$ cat config.mk
export PLATFORM = sky130hd
export DESIGN_NAME = xcvr_spi_access
export DESIGN_NICKNAME = d
export VERILOG_FILES = /design/src/rtl/xsa_pkg.sv /design/src/rtl/xsa_pin_sync.sv /design/src/rtl/xsa_regbank.sv /design/src/rtl/xsa_fbuf.sv /design/src/rtl/xsa_access_ctrl.sv /design/src/rtl/xcvr_spi_access.sv
export SDC_FILE = /design/constraint.sdc
export NUM_CORES = 2
export LEC_CHECK = 0
export ABC_CLOCK_PERIOD_IN_PS = 5000
export CAP_MARGIN = 0
export CORE_MARGIN = 4
export CORE_UTILIZATION = 45
export DETAILED_ROUTE_END_ITERATION = 8
export HOLD_SLACK_MARGIN = 0.05
export PLACE_DENSITY = 0.58
export SKIP_CTS_REPAIR_TIMING = 1
export SYNTH_ARGS = -nofsm -noshare
export SYNTH_HDL_FRONTEND = slang
export SYNTH_SLANG_ARGS = --single-unit
$ cat constraint.sdc
create_clock -name clk -period 5 [get_ports clk]
set_input_delay 0.75 -clock clk [delete_from_list [all_inputs] [get_ports clk]]
set_output_delay 0.75 -clock clk [all_outputs]
set_load 0.1 [all_outputs]
$ cat src/rtl/xsa_pkg.sv
package xsa_pkg;

  localparam logic [5:0] ADDR_IRQ  = 6'h0F;
  localparam logic [5:0] ADDR_PART = 6'h1C;
  localparam logic [5:0] ADDR_VER  = 6'h1D;
  localparam logic [5:0] ADDR_MAN0 = 6'h1E;
  localparam logic [5:0] ADDR_MAN1 = 6'h1F;

  typedef enum logic [1:0] {ACC_NONE, ACC_REG, ACC_FB} acc_kind_e;

  typedef enum logic [1:0] {PH_CMD, PH_SECOND, PH_BODY} phase_e;

  typedef struct packed {
    acc_kind_e  kind;
    logic       wr;
    logic [5:0] addr;
  } cmd_t;

  function automatic cmd_t decode_cmd(input logic [7:0] b);
    cmd_t c;
    c.wr   = b[6];
    c.addr = b[5:0];
    if (b[7])      c.kind = ACC_REG;
    else if (b[5]) c.kind = ACC_FB;
    else           c.kind = ACC_NONE;
    return c;
  endfunction

endpackage

$ cat src/rtl/xsa_pin_sync.sv
module xsa_pin_sync #(
  parameter int STAGES = 2
) (
  input  logic clk,
  input  logic rst_n,
  input  logic sclk,
  input  logic cs_n,
  input  logic mosi,
  output logic sclk_rise,
  output logic sclk_fall,
  output logic cs_act,
  output logic mosi_s
);
  logic [STAGES-1:0] sclk_q, cs_q, mosi_q;
  logic              sclk_prev;

  always_ff @(posedge clk or negedge rst_n) begin
    if (!rst_n) begin
      sclk_q    <= '0;
      cs_q      <= '1;
      mosi_q    <= '0;
      sclk_prev <= 1'b0;
    end else begin
      sclk_q    <= {sclk_q[STAGES-2:0], sclk};
      cs_q      <= {cs_q[STAGES-2:0], cs_n};
      mosi_q    <= {mosi_q[STAGES-2:0], mosi};
      sclk_prev <= sclk_q[STAGES-1];
    end
  end

  assign cs_act    = !cs_q[STAGES-1];
  assign mosi_s    = mosi_q[STAGES-1];
  assign sclk_rise = cs_act &&  sclk_q[STAGES-1] && !sclk_prev;
  assign sclk_fall = cs_act && !sclk_q[STAGES-1] &&  sclk_prev;
endmodule

$ cat src/rtl/xsa_regbank.sv
module xsa_regbank
  import xsa_pkg::*;
#(
  parameter logic [7:0] PART_ID    = 8'h03,
  parameter logic [7:0] VERSION_ID = 8'h02,
  parameter logic [7:0] MAN_ID_LO  = 8'h1F,
  parameter logic [7:0] MAN_ID_HI  = 8'h00
) (
  input  logic       clk,
  input  logic       rst_n,
  input  logic       spi_we,
  input  logic [5:0] spi_waddr,
  input  logic [7:0] spi_wdata,
  input  logic       spi_rd,
  input  logic [5:0] spi_raddr,
  output logic [7:0] spi_rdata,
  input  logic [7:0] irq_set,
  input  logic [5:0] core_raddr,
  output logic [7:0] core_rdata
);
  localparam int NREG = 64;

  logic [7:0] regs [NREG];
  logic [7:0] irq_q;
  logic       irq_clr;

  assign irq_clr = spi_rd && (spi_raddr == ADDR_IRQ);

  always_ff @(posedge clk or negedge rst_n) begin
    if (!rst_n) irq_q <= '0;
    else        irq_q <= (irq_clr ? 8'h00 : irq_q) | irq_set;
  end

  for (genvar i = 0; i < NREG; i++) begin : g_reg
    if (6'(i) == ADDR_IRQ) begin : g_irq
      assign regs[i] = irq_q;
    end else if (6'(i) == ADDR_PART) begin : g_part
      assign regs[i] = PART_ID;
    end else if (6'(i) == ADDR_VER) begin : g_ver
      assign regs[i] = VERSION_ID;
    end else if (6'(i) == ADDR_MAN0) begin : g_man0
      assign regs[i] = MAN_ID_LO;
    end else if (6'(i) == ADDR_MAN1) begin : g_man1
      assign regs[i] = MAN_ID_HI;
    end else begin : g_rw
      logic [7:0] q;
      always_ff @(posedge clk or negedge rst_n) begin
        if (!rst_n)                              q <= '0;
        else if (spi_we && spi_waddr == 6'(i))   q <= spi_wdata;
      end
      assign regs[i] = q;
    end
  end

  assign spi_rdata  = regs[spi_raddr];
  assign core_rdata = regs[core_raddr];

  // a host read with no concurrent set leaves the flags empty
  assert_irq_clear_R6: assert property (@(posedge clk) disable iff (!rst_n)
    (irq_clr && irq_set == 8'h00) |=> (irq_q == 8'h00));
endmodule

$ cat src/rtl/xsa_fbuf.sv
module xsa_fbuf #(
  parameter int FB_AW = 7
) (
  input  logic             clk,
  input  logic             rst_n,
  input  logic             spi_we,
  input  logic [FB_AW-1:0] spi_waddr,
  input  logic [7:0]       spi_wdata,
  input  logic             len_we,
  input  logic [7:0]       len_in,
  input  logic [FB_AW-1:0] spi_raddr,
  output logic [7:0]       spi_rdata,
  input  logic             rx_we,
  input  logic [FB_AW-1:0] rx_waddr,
  input  logic [7:0]       rx_wdata,
  input  logic             rx_done,
  input  logic [7:0]       rx_len,
  input  logic [7:0]       rx_lqi,
  input  logic [FB_AW-1:0] tx_raddr,
  output logic [7:0]       tx_rdata,
  output logic [FB_AW-1:0] len_q,
  output logic [7:0]       lqi_q
);
  localparam int         DEPTH   = 1 << FB_AW;
  localparam logic [7:0] LEN_MAX = 8'(DEPTH - 1);

  function automatic logic [FB_AW-1:0] sat_len(input logic [7:0] v);
    return (v > LEN_MAX) ? LEN_MAX[FB_AW-1:0] : v[FB_AW-1:0];
  endfunction

  logic [7:0] mem [DEPTH];

  for (genvar i = 0; i < DEPTH; i++) begin : g_cell
    always_ff @(posedge clk or negedge rst_n) begin
      if (!rst_n)                                    mem[i] <= '0;
      else if (spi_we && spi_waddr == FB_AW'(i))     mem[i] <= spi_wdata;
      else if (rx_we && rx_waddr == FB_AW'(i))       mem[i] <= rx_wdata;
    end
  end

  always_ff @(posedge clk or negedge rst_n) begin
    if (!rst_n) begin
      len_q <= '0;
      lqi_q <= '0;
    end else begin
      if (len_we)       len_q <= sat_len(len_in);
      else if (rx_done) len_q <= sat_len(rx_len);
      if (rx_done)      lqi_q <= rx_lqi;
    end
  end

  assign spi_rdata = mem[spi_raddr];
  assign tx_rdata  = mem[tx_raddr];

  // an oversized length from the host lands on the ceiling
  assert_len_sat_R7: assert property (@(posedge clk) disable iff (!rst_n)
    (len_we && len_in > LEN_MAX) |=> (len_q == LEN_MAX[FB_AW-1:0]));
endmodule

$ cat src/rtl/xsa_access_ctrl.sv
module xsa_access_ctrl
  import xsa_pkg::*;
#(
  parameter int FB_AW = 7
) (
  input  logic             clk,
  input  logic             rst_n,
  input  logic             sclk_rise,
  input  logic             sclk_fall,
  input  logic             cs_act,
  input  logic             mosi_s,
  output logic [5:0]       reg_raddr,
  input  logic [7:0]       reg_rdata,
  output logic             reg_rd,
  output logic             reg_we,
  output logic [5:0]       reg_waddr,
  output logic [7:0]       wr_byte,
  input  logic [FB_AW-1:0] fb_len,
  input  logic [7:0]       fb_lqi,
  output logic [FB_AW-1:0] fb_raddr,
  input  logic [7:0]       fb_rdata,
  output logic             fb_we,
  output logic [FB_AW-1:0] fb_waddr,
  output logic             len_we,
  output logic             miso
);
  logic [6:0]       rx_sr;
  logic [2:0]       bit_cnt;
  phase_e           phase;
  cmd_t             cmd_q, cmd_now;
  logic [7:0]       tx_sr, pend;
  logic [FB_AW-1:0] ptr, next_k;
  logic             lqi_sent;
  logic             byte_done, fb_rd_mode, fb_wr_mode;
  logic [7:0]       fb_next;
  logic             fb_next_is_lqi;

  assign byte_done  = sclk_rise && (bit_cnt == 3'd7);
  assign wr_byte    = {rx_sr, mosi_s};
  assign cmd_now    = decode_cmd(wr_byte);
  assign fb_rd_mode = (cmd_q.kind == ACC_FB) && !cmd_q.wr;
  assign fb_wr_mode = (cmd_q.kind == ACC_FB) &&  cmd_q.wr;

  assign reg_raddr = cmd_now.addr;
  assign reg_rd    = byte_done && phase == PH_CMD && cmd_now.kind == ACC_REG && !cmd_now.wr;
  assign reg_we    = byte_done && phase == PH_SECOND && cmd_q.kind == ACC_REG && cmd_q.wr;
  assign reg_waddr = cmd_q.addr;
  assign len_we    = byte_done && phase == PH_SECOND && fb_wr_mode;
  assign fb_we     = byte_done && phase == PH_BODY && fb_wr_mode;
  assign fb_waddr  = ptr;

  assign next_k   = (phase == PH_BODY) ? ptr + FB_AW'(1) : '0;
  assign fb_raddr = next_k;

  always_comb begin
    fb_next_is_lqi = !lqi_sent && (next_k == fb_len);
    if (lqi_sent)            fb_next = 8'h00;
    else if (fb_next_is_lqi) fb_next = fb_lqi;
    else                     fb_next = fb_rdata;
  end

  always_ff @(posedge clk or negedge rst_n) begin
    if (!rst_n) begin
      rx_sr    <= '0;
      bit_cnt  <= '0;
      phase    <= PH_CMD;
      cmd_q    <= '{kind: ACC_NONE, wr: 1'b0, addr: 6'h00};
      tx_sr    <= '0;
      pend     <= '0;
      ptr      <= '0;
      lqi_sent <= 1'b0;
    end else if (!cs_act) begin
      rx_sr    <= '0;
      bit_cnt  <= '0;
      phase    <= PH_CMD;
      cmd_q    <= '{kind: ACC_NONE, wr: 1'b0, addr: 6'h00};
      tx_sr    <= '0;
      pend     <= '0;
      ptr      <= '0;
      lqi_sent <= 1'b0;
    end else begin
      if (sclk_rise) begin
        rx_sr   <= wr_byte[6:0];
        bit_cnt <= bit_cnt + 3'd1;
        if (bit_cnt == 3'd7) begin
          unique case (phase)
            PH_CMD: begin
              cmd_q <= cmd_now;
              phase <= PH_SECOND;
              if (cmd_now.kind == ACC_REG && !cmd_now.wr)      pend <= reg_rdata;
              else if (cmd_now.kind == ACC_FB && !cmd_now.wr)  pend <= 8'(fb_len);
              else                                             pend <= 8'h00;
            end
            PH_SECOND: begin
              phase <= PH_BODY;
              if (fb_rd_mode) begin
                pend     <= fb_next;
                lqi_sent <= fb_next_is_lqi;
              end else begin
                pend <= 8'h00;
              end
            end
            PH_BODY: begin
              if (fb_rd_mode || fb_wr_mode) ptr <= ptr + FB_AW'(1);
              if (fb_rd_mode) begin
                pend     <= fb_next;
                lqi_sent <= lqi_sent || fb_next_is_lqi;
              end else begin
                pend <= 8'h00;
              end
            end
            default: phase <= PH_CMD;
          endcase
        end
      end
      if (sclk_fall) begin
        if (bit_cnt == 3'd0) tx_sr <= pend;
        else                 tx_sr <= {tx_sr[6:0], 1'b0};
      end
    end
  end

  assign miso = tx_sr[7];

  // the outgoing shifter never moves on a rising serial edge
  assert_miso_hold_R2: assert property (@(posedge clk) disable iff (!rst_n)
    (sclk_rise && cs_act) |=> $stable(tx_sr));

  // dropping chip select returns the frame logic to its start
  assert_abort_R10: assert property (@(posedge clk) disable iff (!rst_n)
    !cs_act |=> (bit_cnt == 3'd0 && phase == PH_CMD && tx_sr == 8'h00));

  // one commit per frame, after which only ignored bytes follow
  assert_single_commit_R4: assert property (@(posedge clk) disable iff (!rst_n)
    reg_we |=> (phase == PH_BODY && !reg_we));
endmodule

$ cat src/rtl/xcvr_spi_access.sv
module xcvr_spi_access #(
  parameter int         FB_AW       = 7,
  parameter int         SYNC_STAGES = 2,
  parameter logic [7:0] PART_ID     = 8'h03,
  parameter logic [7:0] VERSION_ID  = 8'h02,
  parameter logic [7:0] MAN_ID_LO   = 8'h1F,
  parameter logic [7:0] MAN_ID_HI   = 8'h00
) (
  input  logic             clk,
  input  logic             rst_n,
  input  logic             sclk,
  input  logic             cs_n,
  input  logic             mosi,
  output logic             miso,
  input  logic [5:0]       core_raddr,
  output logic [7:0]       core_rdata,
  input  logic [7:0]       irq_set,
  input  logic             rx_we,
  input  logic [FB_AW-1:0] rx_waddr,
  input  logic [7:0]       rx_wdata,
  input  logic             rx_done,
  input  logic [7:0]       rx_len,
  input  logic [7:0]       rx_lqi,
  input  logic [FB_AW-1:0] tx_raddr,
  output logic [7:0]       tx_rdata,
  output logic [FB_AW-1:0] frame_len
);
  logic             sclk_rise, sclk_fall, cs_act, mosi_s;
  logic [5:0]       reg_raddr, reg_waddr;
  logic [7:0]       reg_rdata, wr_byte, fb_rdata, fb_lqi;
  logic             reg_rd, reg_we, fb_we, len_we;
  logic [FB_AW-1:0] fb_raddr, fb_waddr;

  xsa_pin_sync #(.STAGES(SYNC_STAGES)) u_sync (
    .clk(clk), .rst_n(rst_n), .sclk(sclk), .cs_n(cs_n), .mosi(mosi),
    .sclk_rise(sclk_rise), .sclk_fall(sclk_fall), .cs_act(cs_act), .mosi_s(mosi_s)
  );

  xsa_access_ctrl #(.FB_AW(FB_AW)) u_ctrl (
    .clk(clk), .rst_n(rst_n), .sclk_rise(sclk_rise), .sclk_fall(sclk_fall),
    .cs_act(cs_act), .mosi_s(mosi_s),
    .reg_raddr(reg_raddr), .reg_rdata(reg_rdata), .reg_rd(reg_rd), .reg_we(reg_we),
    .reg_waddr(reg_waddr), .wr_byte(wr_byte),
    .fb_len(frame_len), .fb_lqi(fb_lqi), .fb_raddr(fb_raddr), .fb_rdata(fb_rdata),
    .fb_we(fb_we), .fb_waddr(fb_waddr), .len_we(len_we), .miso(miso)
  );

  xsa_regbank #(
    .PART_ID(PART_ID), .VERSION_ID(VERSION_ID), .MAN_ID_LO(MAN_ID_LO), .MAN_ID_HI(MAN_ID_HI)
  ) u_regs (
    .clk(clk), .rst_n(rst_n),
    .spi_we(reg_we), .spi_waddr(reg_waddr), .spi_wdata(wr_byte),
    .spi_rd(reg_rd), .spi_raddr(reg_raddr), .spi_rdata(reg_rdata),
    .irq_set(irq_set), .core_raddr(core_raddr), .core_rdata(core_rdata)
  );

  xsa_fbuf #(.FB_AW(FB_AW)) u_fbuf (
    .clk(clk), .rst_n(rst_n),
    .spi_we(fb_we), .spi_waddr(fb_waddr), .spi_wdata(wr_byte),
    .len_we(len_we), .len_in(wr_byte),
    .spi_raddr(fb_raddr), .spi_rdata(fb_rdata),
    .rx_we(rx_we), .rx_waddr(rx_waddr), .rx_wdata(rx_wdata),
    .rx_done(rx_done), .rx_len(rx_len), .rx_lqi(rx_lqi),
    .tx_raddr(tx_raddr), .tx_rdata(tx_rdata),
    .len_q(frame_len), .lqi_q(fb_lqi)
  );
endmodule

==> summary.log <==
[worst_setup_path] Slowest-stage cell, CP sky130_fd_sc_hd__a311oi_1
[worst_setup_path] most frequent cell on the critical path sky130_fd_sc_hd__buf_4
[global_route] wire length of the first global-routing pass 560.6 mm
[sta] min cycle time layout 4814 ps
[floorplanning] area of the core region 0.2079 mm²
[power] standby leakage power 42.90 nW
[global_route] via count of the first global-routing pass 72,430
[sta] # setup viols final 0
[clocking] Clk Latency, worst-skew pair 880 ps
[floorplanning] die outline width 465.9 µm
[clocking] CTS tree yes
[layout] post-layout net count 8,378
[worst_setup_path] Buf+Inv Stages, Crit Path 5
[worst_setup_path] maximum fanout along the worst path 36
[sta] final number of hold-violating endpoints 0
[worst_setup_path] crit path kind register to register
[worst_setup_path] cell family contributing the most delay on the critical path compound AO/OA/AOI/OAI gates
[floorplanning] area enclosed by the die boundary 0.2170 mm²
[sta] remaining max-slew budget at the tightest pin 6.036%
[floorplanning] I/O pin count 83
[worst_setup_path] Crit. path cell count 14
[yosys] number of enable-type register cells in the synthesized netlist 0
[drt] number of nets still failing antenna checks after routing 0
[clocking] clock transition at the registers of the reported paths 60 ps
[placement] Routability Congestion 1.058
[worst_setup_path] CP required 5790 ps
[yosys] count of different cell masters after synthesis 80
[power] areal power density over the cells 305.5 mW/mm²
[layout] commonest cells after routing, fill and taps aside sky130_fd_sc_hd__dfrtp_1, sky130_fd_sc_hd__nor2_1, sky130_fd_sc_hd__mux2i_1
[sta] worst hold margin 283.0 ps
[power] Logic pwr share 10.4%
[worst_setup_path] R2R Path Start u_ctrl.fb_waddr[0]
[hold_path] worst min-delay path category primary input to register
[clocking] clock sink count 1,571
[sta] Clock Skew 45.37 ps
[floorplanning] height of the chip 465.9 µm
[layout] share of cells above drive strength 1 23.94%
[yosys] #FFs+latches synth 1,571
[yosys] commonest register cell after synthesis sky130_fd_sc_hd__dfrtp_1
[clocking] number of levels the H-tree was split into 4
[yosys] total of warnings raised by yosys 0
[layout] Area growth, synth to finish 12.27%
[floorplanning] number of cell rows 167
[floorplanning] effective utilization at floorplan 45.38%
[yosys] number of standard cells after synthesis 8,453
[drt] post-detailed-route via-to-cell ratio 6.753
[hold_path] beginning of the worst hold path cs_n
[worst_setup_path] kind of start point of the critical path register
[worst_setup_path] Cell Chain, Critical Path inv_8 -> ha_1 -> buf_4 -> nand2_4 -> buf_4 -> a211oi_1 -> a311oi_1 -> nor4_1 -> buf_4 -> or4_1 -> o21ai_0 -> a211oi_1 -> buf_4 -> o21ai_0
[sta] achievable clock frequency 207.7 MHz
[global_route] largest net degree at the start of global routing 143
[hold_path] Endpoint, Worst Hold u_sync.cs_q[0]
[drt] number of vias after detailed routing 76,046
[sta] fin crit share 96.28%
[drt] number of remaining DRC errors 0
[sta] Worst Max-Slew Pin Slew 1409 ps
[layout] most common cell after layout, fill and taps aside sky130_fd_sc_hd__dfrtp_1
[worst_setup_path] endpoint arrival time on the critical path 5600 ps
[drt] Routed Wire Length 392.8 mm
[drt] drt wl/cell 34.88 µm
[hold_path] worst hold path depth 1
[sta] Fin Setup TNS 0 ps
[yosys] nets in the synthesized netlist 8,523
[global_route] gr ovfl total 0
[clocking] buffer type at the clock tree root sky130_fd_sc_hd__clkbuf_16
[global_route] initial antenna violation count 31
[power] peak supply drop 0.3980 mV
[worst_setup_path] maximum cell stage delay along the critical path 940 ps
[drt] Pre-antenna DRT Iters 6
[drt] 1st-iter DRT viols 11,398
[run_status] status complete, no violations
[global_route] GRT Overall Usage 35.74%
[flow_run] Max Cap Viol 0
[worst_setup_path] category of the worst setup path capture point register
[placement] count of input and output buffers 82
[power] net switching power 8.914 mW
[clocking] number of buffers on the longest clock path 3
[sta] number of slew-limit violations in the final report 0
[placement] dpl cell area 0.09940 mm²
[worst_setup_path] worst reg2reg path depth 14
[yosys] netlist area before placement 0.09435 mm²
[layout] area of all placed cells without fillers 0.1059 mm²
[placement] placed wire-length estimate 271.2 mm
[worst_setup_path] destination of the worst register-to-register timing path u_ctrl.pend[6]
[yosys] Post-Syn Area per Cell 11.16 µm²
[power] fraction of power consumed by sequential logic 44.7%
[worst_setup_path] r2r setup slk 190 ps
[power] internal power component 23.44 mW
[layout] Finished Layout Cells 11,261
[yosys] Post-synth ARST share 100.0%
[placement] placed cell count 10,911
[power] sw frac 27.55%
[sta] setup repair after global routing missed its margin false
[power] share of power burned in the clock network 44.9%
[yosys] post-synthesis sequential area ratio 41.67%
[clocking] TritonCTS Buffers 182
[power] Final Power 32.35 mW
worst register-to-register path, stage by stage (launching register included):
cell                       delay [ps]
sky130_fd_sc_hd__dfrtp_4          530
sky130_fd_sc_hd__inv_8            260
sky130_fd_sc_hd__ha_1             410
sky130_fd_sc_hd__buf_4            210
sky130_fd_sc_hd__nand2_4          330
sky130_fd_sc_hd__buf_4            400
sky130_fd_sc_hd__a211oi_1         100
sky130_fd_sc_hd__a311oi_1         940
sky130_fd_sc_hd__nor4_1           130
sky130_fd_sc_hd__buf_4            190
sky130_fd_sc_hd__or4_1            520
sky130_fd_sc_hd__o21ai_0          290
sky130_fd_sc_hd__a211oi_1         110
sky130_fd_sc_hd__buf_4            190
sky130_fd_sc_hd__o21ai_0          150
state kept, by name (all words and copies together), names as in the netlist, 3 cells and up:
| register | flops |
|---|---|
| u_fbuf.mem | 1024 |
| u_ctrl.pend | 8 |
| u_ctrl.cmd_q | 3 |
| u_ctrl.bit_cnt | 3 |
| u_regs.irq_q | 8 |
| u_ctrl.reg_waddr | 6 |
| u_ctrl.fb_waddr | 7 |
| u_fbuf.len_q | 7 |
| u_ctrl.tx_sr | 8 |
| u_regs.g.g_rw.q | 472 |
| u_fbuf.lqi_q | 8 |
| u_ctrl.rx_sr | 7 |
cell type report:
| type | instances | area (µm²) |
|---|---|---|
| diodes | 17 | 42.54 |
| clock buffers | 256 | 5213 |
| clock inverters | 76 | 1256 |
| fillers | 18108 | 102000 |
| inverters | 20 | 82.58 |
| multi-input cells | 6064 | 51950 |
| flip-flops and latches | 1571 | 39350 |
| well taps | 2788 | 3488 |
| repair buffers | 469 | 4537 |
per-layer routing:
| metal | part of all wire, % | wire [µm] | global-route usage [%] | up-vias |
|---|---|---|---|---|
| li1 | - | - | - | 31040 |
| met1 | 38 | 148800 | 47.26 | 38513 |
| met2 | 43 | 169000 | 52.19 | 5194 |
| met3 | 12 | 45650 | 10.58 | 1265 |
| met4 | 7.4 | 29130 | 21.13 | 34 |
| met5 | 0.056 | 220 | 0 | - |
cells in the mapped netlist, drive strengths merged (12+ instances only):
cell type | instances | area (µm²)
nor3 | 59 | 315.3
and3 | 35 | 219.0
clkbuf | 619 | 2325
nor3b | 16 | 120.1
a22oi | 52 | 390.4
o21ai | 147 | 739.5
or3 | 12 | 75.07
a311oi | 23 | 201.4
o22ai | 21 | 131.4
and2 | 46 | 287.8
mux2i | 1116 | 11170
mux4 | 769 | 17320
nand3 | 68 | 340.3
a211oi | 49 | 367.9
nor2b | 33 | 206.5
nor2 | 1194 | 4484
nand4 | 27 | 168.9
a221oi | 43 | 376.6
nor4 | 15 | 100.1
nand2 | 555 | 2083
o211ai | 33 | 247.7
a21oi | 1058 | 5299
inv | 20 | 75.07
buf | 179 | 812.0
o2111ai | 12 | 105.1
nand3b | 14 | 105.1
mux2 | 481 | 5416
a31oi | 24 | 150.1
dfrtp | 1569 | 39260
nand2b | 19 | 118.9
how the worst max path moves through the flow:
| stage | start | end | slack (ps) |
|---|---|---|---|
| after global routing | u_ctrl.fb_waddr[0] | u_ctrl.pend[6] | 210 |
| after CTS | tx_raddr[0] | tx_rdata[1] | 440 |
| after floorplan | core_raddr[1] | core_rdata[2] | 350 |
| final | u_ctrl.fb_waddr[0] | u_ctrl.pend[6] | 190 |
| after global placement | tx_raddr[0] | tx_rdata[1] | 460 |
| after detailed placement | tx_raddr[0] | tx_rdata[1] | 450 |
metrics by stage:
stage | setup slack (ps) | util [%]
floorplan | 353.9 | -
global placement | 458.2 | 47.81
detailed placement | 446.1 | 47.81
CTS | 444.1 | 50.92
global route | 210.6 | 50.93
finish | 186.0 | 50.95
power by group through the flow:
stage / sequential (mW) / clock, mW / combinational (mW)
2_1_floorplan: 14.0 / 0 / 2.11
3_3_place_gp: 14.6 / 0 / 3.23
3_5_place_dp: 14.6 / 0 / 3.31
4_1_cts: 14.4 / 14.7 / 3.31
5_1_grt: 14.4 / 15.2 / 3.57
6_report: 14.5 / 14.5 / 3.36
cell families (layout without fill, tap and decap cells):
group	after synthesis	in the layout	share of synthesized area [%]
muxes	2366	2366	35.94
buffers and inverters	818	821	3.404
and+or+nand+nor	2121	2121	9.379
other	0	17	0
adders and majority gates	11	11	0.1459
DFF	1571	1571	41.67
xor gates and xnor gates	15	15	0.1552
AOI/OAI and AO/OA	1551	1551	9.302
Power figures use the tool's default switching activity.
